$ cat src/rtl/bus_step_seq.sv
module bus_step_seq #(
  parameter int AW  = 32,
  parameter int DW  = 32,
  parameter int FCW = 3,
  parameter int SW  = 2
) (
  input  logic           clk,
  input  logic           rst,
  input  logic           req_valid,
  output logic           req_ready,
  input  logic [AW-1:0]  req_addr,
  input  logic [FCW-1:0] req_fc,
  input  logic [SW-1:0]  req_size,
  input  logic           req_write,
  input  logic [DW-1:0]  req_wdata,
  output logic           rsp_done,
  output logic           rsp_err,
  output logic [DW-1:0]  rsp_rdata,
  output logic           halted,
  input  logic           ext_halt,
  input  logic           ext_berr,
  input  logic           term_ack,
  input  logic           arb_req,
  output logic           arb_grant,
  output logic [AW-1:0]  bus_addr,
  output logic [FCW-1:0] bus_fc,
  output logic [SW-1:0]  bus_size,
  output logic           bus_read,
  output logic           ctl_oe,
  output logic           addr_strobe,
  output logic           data_strobe,
  output logic           strobe_oe,
  output logic [DW-1:0]  bus_wdata,
  output logic           data_oe,
  input  logic [DW-1:0]  bus_rdata,
  input  logic           irq_req,
  output logic           irq_ack,
  output logic           irq_pend
);

  typedef enum logic [1:0] {ST_IDLE, ST_RUN, ST_HALT, ST_RETRY} st_t;

  st_t           st;
  logic          grant_q;
  logic          wr_q;
  logic [AW-1:0] addr_q;
  logic [FCW-1:0] fc_q;
  logic [SW-1:0] size_q;
  logic [DW-1:0] wdata_q;
  logic [DW-1:0] rdata_q;
  logic          done_q, err_q;
  logic          past_ok;

  wire running = (st == ST_RUN);

  assign req_ready   = (st == ST_IDLE) && !grant_q && !arb_req;
  assign halted      = (st == ST_HALT) || (st == ST_RETRY);
  assign arb_grant   = grant_q;
  assign bus_addr    = addr_q;
  assign bus_fc      = fc_q;
  assign bus_size    = size_q;
  assign bus_read    = !wr_q;
  assign bus_wdata   = wdata_q;
  assign ctl_oe      = !grant_q;
  assign strobe_oe   = !grant_q;
  assign addr_strobe = running;
  assign data_strobe = running;
  assign data_oe     = running && wr_q && !grant_q;
  assign rsp_done    = done_q;
  assign rsp_err     = err_q;
  assign rsp_rdata   = rdata_q;
  assign irq_pend    = irq_req;
  assign irq_ack     = irq_req && !halted;

  always_ff @(posedge clk) begin
    if (rst) begin
      st      <= ST_IDLE;
      grant_q <= 1'b0;
      wr_q    <= 1'b0;
      addr_q  <= '0;
      fc_q    <= '0;
      size_q  <= '0;
      wdata_q <= '0;
      rdata_q <= '0;
      done_q  <= 1'b0;
      err_q   <= 1'b0;
      past_ok <= 1'b0;
    end else begin
      past_ok <= 1'b1;
      done_q  <= 1'b0;
      err_q   <= 1'b0;
      if (st != ST_RUN) grant_q <= arb_req;
      case (st)
        ST_IDLE: begin
          if (req_valid && req_ready) begin
            addr_q  <= req_addr;
            fc_q    <= req_fc;
            size_q  <= req_size;
            wr_q    <= req_write;
            wdata_q <= req_wdata;
            st      <= ST_RUN;
          end
        end
        ST_RUN: begin
          if (term_ack) begin
            if (ext_halt && ext_berr) begin
              st <= ST_RETRY;
            end else begin
              done_q <= 1'b1;
              err_q  <= ext_berr;
              if (!wr_q) rdata_q <= bus_rdata;
              st <= ext_halt ? ST_HALT : ST_IDLE;
            end
          end
        end
        ST_HALT: begin
          if (!ext_halt) st <= ST_IDLE;
        end
        ST_RETRY: begin
          if (!ext_halt && !grant_q && !arb_req) st <= ST_RUN;
        end
        default: st <= ST_IDLE;
      endcase
    end
  end


  strobe_hold_chk: assert property (@(posedge clk) disable iff (rst)
    (addr_strobe && !term_ack) |=> addr_strobe);


  halt_stop_chk: assert property (@(posedge clk) disable iff (rst)
    (addr_strobe && term_ack && ext_halt && !ext_berr) |=> (halted && rsp_done && !addr_strobe && strobe_oe));


  retry_quiet_chk: assert property (@(posedge clk) disable iff (rst)
    (addr_strobe && term_ack && ext_halt && ext_berr) |=> (!rsp_done && halted && !addr_strobe));


  grant_boundary_chk: assert property (@(posedge clk) disable iff (rst)
    $rose(arb_grant) |-> !$past(addr_strobe));


  grant_release_chk: assert property (@(posedge clk) disable iff (rst)
    arb_grant |-> (!addr_strobe && !data_oe && !req_ready));


  addr_hold_chk: assert property (@(posedge clk) disable iff (rst)
    (past_ok && halted && $past(halted)) |-> ($stable(bus_addr) && $stable(bus_fc) && $stable(bus_read)));


  irq_block_chk: assert property (@(posedge clk) disable iff (rst)
    halted |-> !irq_ack);


  berr_end_chk: assert property (@(posedge clk) disable iff (rst)
    (addr_strobe && term_ack && ext_berr && !ext_halt) |=> (rsp_done && rsp_err && !halted));

endmodule

$ cat config.mk
export PLATFORM = sky130hd
export DESIGN_NAME = bus_step_seq
export DESIGN_NICKNAME = d
export VERILOG_FILES = /design/src/rtl/bus_step_seq.sv
export SDC_FILE = /design/constraint.sdc
export NUM_CORES = 1
export LEC_CHECK = 0
export BUFFER_PORTS_ARGS = -buffer_cell sky130_fd_sc_hd__buf_2
export CAP_MARGIN = 20
export CORE_MARGIN = 3
export CORE_UTILIZATION = 30
export DETAILED_ROUTE_END_ITERATION = 16
export GPL_TIMING_DRIVEN = 1
export HOLD_SLACK_MARGIN = 0.1
export PLACE_DENSITY = 0.67
export SLEW_MARGIN = 20
export SYNTH_ARGS = -nofsm -noshare
export SYNTH_HDL_FRONTEND = slang
export SYNTH_SLANG_ARGS = --single-unit
$ cat constraint.sdc
create_clock -name clk -period 4.5 [get_ports clk]
set_clock_uncertainty 0.2 [all_clocks]
set_input_delay 0.9 -clock clk [delete_from_list [all_inputs] [get_ports clk]]
set_output_delay 0.9 -clock clk [all_outputs]
set_load 0.02 [all_outputs]
# ---- After elaboration in Yosys (flattened, before gate mapping)
# Index checks and enable logic that the tools add are counted.
dict set report word_totals {
  ff_bits 107
}
dict set report classes {
  n_eq_ne 8
  n_mux 8
  n_bitwise 4
  reduce_logical 21
}
# cell n
set op_table {}
lappend op_table {{2-to-1 mux 2 bit} 6}
lappend op_table {{logical AND 1 bit} 9}
lappend op_table {{case mux 2 bit (4 select lines)} 1}
lappend op_table {{AND reduction 4 bit} 2}
lappend op_table {{!= test 2 x 1 -> 1 bit, second input constant} 3}
lappend op_table {{logical NOT 1 bit} 5}
lappend op_table {{== test 2 bit, second input constant} 2}
lappend op_table {{!= test 2 bit, second input constant} 2}
lappend op_table {{inverter 1 bit} 4}
lappend op_table {{OR reduction 4 bit} 1}
lappend op_table {{OR reduction 3 bit} 1}
lappend op_table {{== test 2 x 1 -> 1 bit, second input constant} 1}
lappend op_table {{logical NOT 2 bit} 1}
lappend op_table {{AND reduction 2 bit} 1}
lappend op_table {{logical OR 1 bit} 1}
lappend op_table {{2-to-1 mux 1 bit} 1}

# ---- Longest topological paths before layout
dict set report logic_depth {
  word_depth 6
  mapped_depth 7
  ltp_nobuf 5
}

# ---- Worst setup path before layout
# Ideal clock, no wire load.
dict set report synth_timing {
  path_kind {input to output}
  start {in arb_req}
  end {out req_ready}
  arrival_ns 1.397
  required_ns 3.400
  path_slack_ns 2.003
  stages 1
  n_path_buf 0
  path_cell_list {nor3_1}
}
dict set report synth_between {
  elab_chain_len 2
}
# element line_no
set synth_lines {}
lappend synth_lines {{start, declared} 23} ;# input logic arb_req,
lappend synth_lines {{logical NOT 1 bit} 56} ;# assign req_ready = (st == ST_IDLE) && !grant_q && !arb_req;
lappend synth_lines {{logical AND 1 bit} 56}
lappend synth_lines {{end, declared} 10} ;# output logic req_ready,
# Every way passes these cells.

# ---- Worst setup path after layout
dict set report layout_timing {
  start {reg st[0]}
  end {out irq_ack}
}
dict set report layout_between {
  elab_chain_len 4
  word_cells_on_any_way 5
  classes_between {2 x eq/ne; 3 x reduce/logical}
}
# element line_no
set layout_lines {}
lappend layout_lines {{start, declared} 43} ;# st_t st;
lappend layout_lines {{start signal, assigned} 112} ;# st <= ext_halt ? ST_HALT : ST_IDLE;
lappend layout_lines {{== test 2 bit} 57} ;# assign halted = (st == ST_HALT) || (st == ST_RETRY);
lappend layout_lines {{logical OR 1 bit *} 57}
lappend layout_lines {{logical NOT 1 bit *} 73} ;# assign irq_ack = irq_req && !halted;
lappend layout_lines {{logical AND 1 bit *} 73}
lappend layout_lines {{end, declared} 37} ;# output logic irq_ack,
# Mark *: on every way between the ends. The rest lies on a longest branch, timed or not.

==> results.md <==
- Status: finished, final reports clean
- Final hold vios: 0
- Pwr/cell area: roughly 470 nW/um2
- Max IR drop VDD: 0.153 mV
- Synth Area per Inst: 8.08 um2
- Max transition margin: about a quarter
- Nets: between 800 and 900
- Die area: about 15,000 um2
- Distinct cell type count after synthesis: 27
- CTS tree: built
- CTS Hold Bufs: 0
- Vias in the first global route: between 3,000 and 4,000
- First-pass GRT wire length: about 17,000 um
- Layout cells sized above 1: around 36%
- Placed insts: 850
- Post-Syn Nets: around 600
- Global Route met2 Usage: 24.0%
- Leading area contributor after synthesis: dfxtp_1
- Hold slack: roughly 250 ps
- Startpoint Class: flip-flop
- Row cnt: between 40 and 50
- Fraction of registers with async set/reset: 0%
- Clock Path Buffers: 2
- Die Wd: around 120 um
- CTS buffer count: 9
- # H-tree levels: 3
- Switch share: between 30% and 40%
- Die Span Y: 121 um
- Crit-path slowest cell: dfxtp_1
- Area growth, synth to finish: 37.4%
- Worst-Skew Late Latency: roughly 340 ps
- Worst-path cell chain: inv_1, ha_1, or2_2, nor2_1, buf_2
- Clock Sinks: between 100 and 150
- Setup TNS: 0 ps
- Least-Margin Pin Slew: 1110 ps
- Place WS: between 1500 and 2000 ps
- Total number of vias: about 4,000
- Maximum clock frequency: ~0.38 GHz
- Synth warn: 0
- Boundary Pins: ~220
- Core box area: roughly 13,000 um2
- Non-Filler Instances: ~870
- Gate Count Post-Synth: about 500
- Gr ovfl total: 0
- Placer Congestion: around 0.74
- Post-route ant nets: 0
- Initial drt markers: about 180
- Port bufs: about 220
- Hold depth: 2
- Setup Buffers After CTS: 0
- Residual DRC count: 0
- Max-cap violations: 0
- Routed wire length: around 11,000 um
- Sequential fraction of design power: around two fifths
- Logic pwr share: around a quarter
- RSZ-0062 raised after global routing: false
- Routed len/inst: between 10 and 15 um
- Synthesized flop and latch total: roughly 110
- Clk root buf: clkbuf_16
- Leakage Power: 0.00250 uW
- Post-cts sizing count: 0
- Dpl hpwl: 7890 um
- Antenna violations before repair: 0
- Clock transition at path regs: roughly 70 ps
- Switching pwr: roughly 840 uW
- Tcrit/Tclk final: between 50% and 60%
- Top FF cell, synth: dfxtp_1
- Met1 usage: around 18%
- Final Worst Setup Slack: between 1500 and 2000 ps
- Ant diodes: 0
- Top-area cell type share of the netlist area: a little over half
- Arr. time, crit path: approximately 1500 ps
- Pin count of the biggest net entering global routing: just over 70
- Grt met3 use: about 3.9%
- Vias per cell: approximately 4.6
- Required @ worst endpoint: ~3400 ps
- Post-Syn Area: around 4000 um2
- Class of the worst hold path: flip-flop to flip-flop
- Most Used Layer, Global Route: met2
- Clk pwr share: a little under a third
- Internal power: around 1800 uW
- EDFF count, synth: 0
- Ranking of synthesized cells by area: dfxtp_1, nand2_1, a21oi_1, nand3_1, o21ai_0
- CP Capture Type: primary output
- Final-report setup violation count: 0
- Seq/Total Area, Yosys: a little over half
- DRT Pass-1 Iters: 6
- Slowest cell delay on critical path: between 300 and 400 ps
- Initial Util: around 31%
- Slew Viols, Final: 0
- Total GRT Usage: between 10% and 20%
- R2R depth: 5
- Worst setup path category: flip-flop to primary output
- Max FO, Critical Path: 3
- Tmin final: about 2600 ps
## placed cells by master (no fill, tap or decap), types with 2 or more instances in the layout
cell type	n
buf_2	222
nand2_1	140
dfxtp_1	107
a21oi_1	103
nand3_1	34
o21ai_0	29
clkbuf_16	9
inv_1	6
o21ai_1	5
buf_4	5
ha_1	4
nor2_1	3
nand2b_1	3
or2_2	2
and3_1	2
mux2i_1	2
clkinv_2	2
clkbuf_1	2
bufinv_16	2
## area by class of cell
cell class	count	area, um2
multi-input combinational	338	1630
clock buffer	11	233
fill	1349	7330
sequential	107	2140
clock inverter	5	77.6
inverter	6	22.5
timing repair buffer	228	1170
tap	172	215
## synth_stat cells (2+ instances only)
cell type	instances
and3_1	2
nand3_1	34
a21oi_1	103
ha_1	4
o21ai_1	5
buf_2	15
o21ai_0	29
nor2_1	3
dfxtp_1	107
clkbuf_1	13
nand2_1	140
mux2i_1	2
nand2b_1	3
or2_2	2
nor2b_1	2
inv_1	6
buf_4	13
buf_1	3
## logic make-up (layout without fill, tap and decap cells)
group                    after synthesis  after routing  synth area share, %
AND/OR/NAND/NOR                      191            191                 20.1
AO/OA/AOI/OAI                        140            140                 17.9
flip-flops                           107            107                 53.6
buffers and inverters                 50            250                 6.38
adder cells (fa/ha/maj)                4              4                 1.25
multiplexers                           3              3                0.782
## worst max-delay path, delay by kind of cell (launching register included)
kind                     cells  cell delay [ps]
buffers and inverters        2              260
adder cells (fa/ha/maj)      1              210
AND/OR/NAND/NOR              2              360
flip-flops                   1              360
## through the flow
| step | utilization [%] | area, um2 | power [uW] |
|---|---|---|---|
| floorplan | - | 4000 | 1580 |
| global placement | 40.3 | 5160 | 1790 |
| detailed placement | 40.3 | 5160 | 1800 |
| CTS | 42.7 | 5470 | 2630 |
| global route | 42.8 | 5490 | 2750 |
| finish | 42.8 | 5490 | 2600 |
## final timing paths
path                            slack, ps    startpoint       endpoint
worst max-delay path                 1860         st[0]        irq_ack
worst min-delay path                  250  bus_addr[20]   bus_addr[20]
worst max register to register       2220         st[1]  rsp_rdata[25]
worst min register to register        250  bus_addr[20]   bus_addr[20]
## registers in the layout, indices dropped and copies added (netlist names)
signal,count
st,2
bus_size,2
arb_grant,1
rsp_err,1
bus_addr,32
bus_wdata,32
bus_fc,3
wr_q,1
rsp_rdata,32
rsp_done,1
## power groups by stage
stage          clock, uW  combinational (uW)  sequential, uW
4_1_cts              857                 688            1090
5_1_grt              890                 755            1100
3_3_place_gp           0                 686            1110
3_5_place_dp           0                 687            1110
6_report             825                 684            1090
2_1_floorplan          0                 367            1220
## metal layers
layer | vias to the layer above | share of wire, %
met4 | 0 | 1.9
met2 | 150 | 47
met3 | 15 | 8.4
met5 | - | 0
met1 | 1777 | 43
li1 | 2025 | -
(Power assumes the default switching activity.)
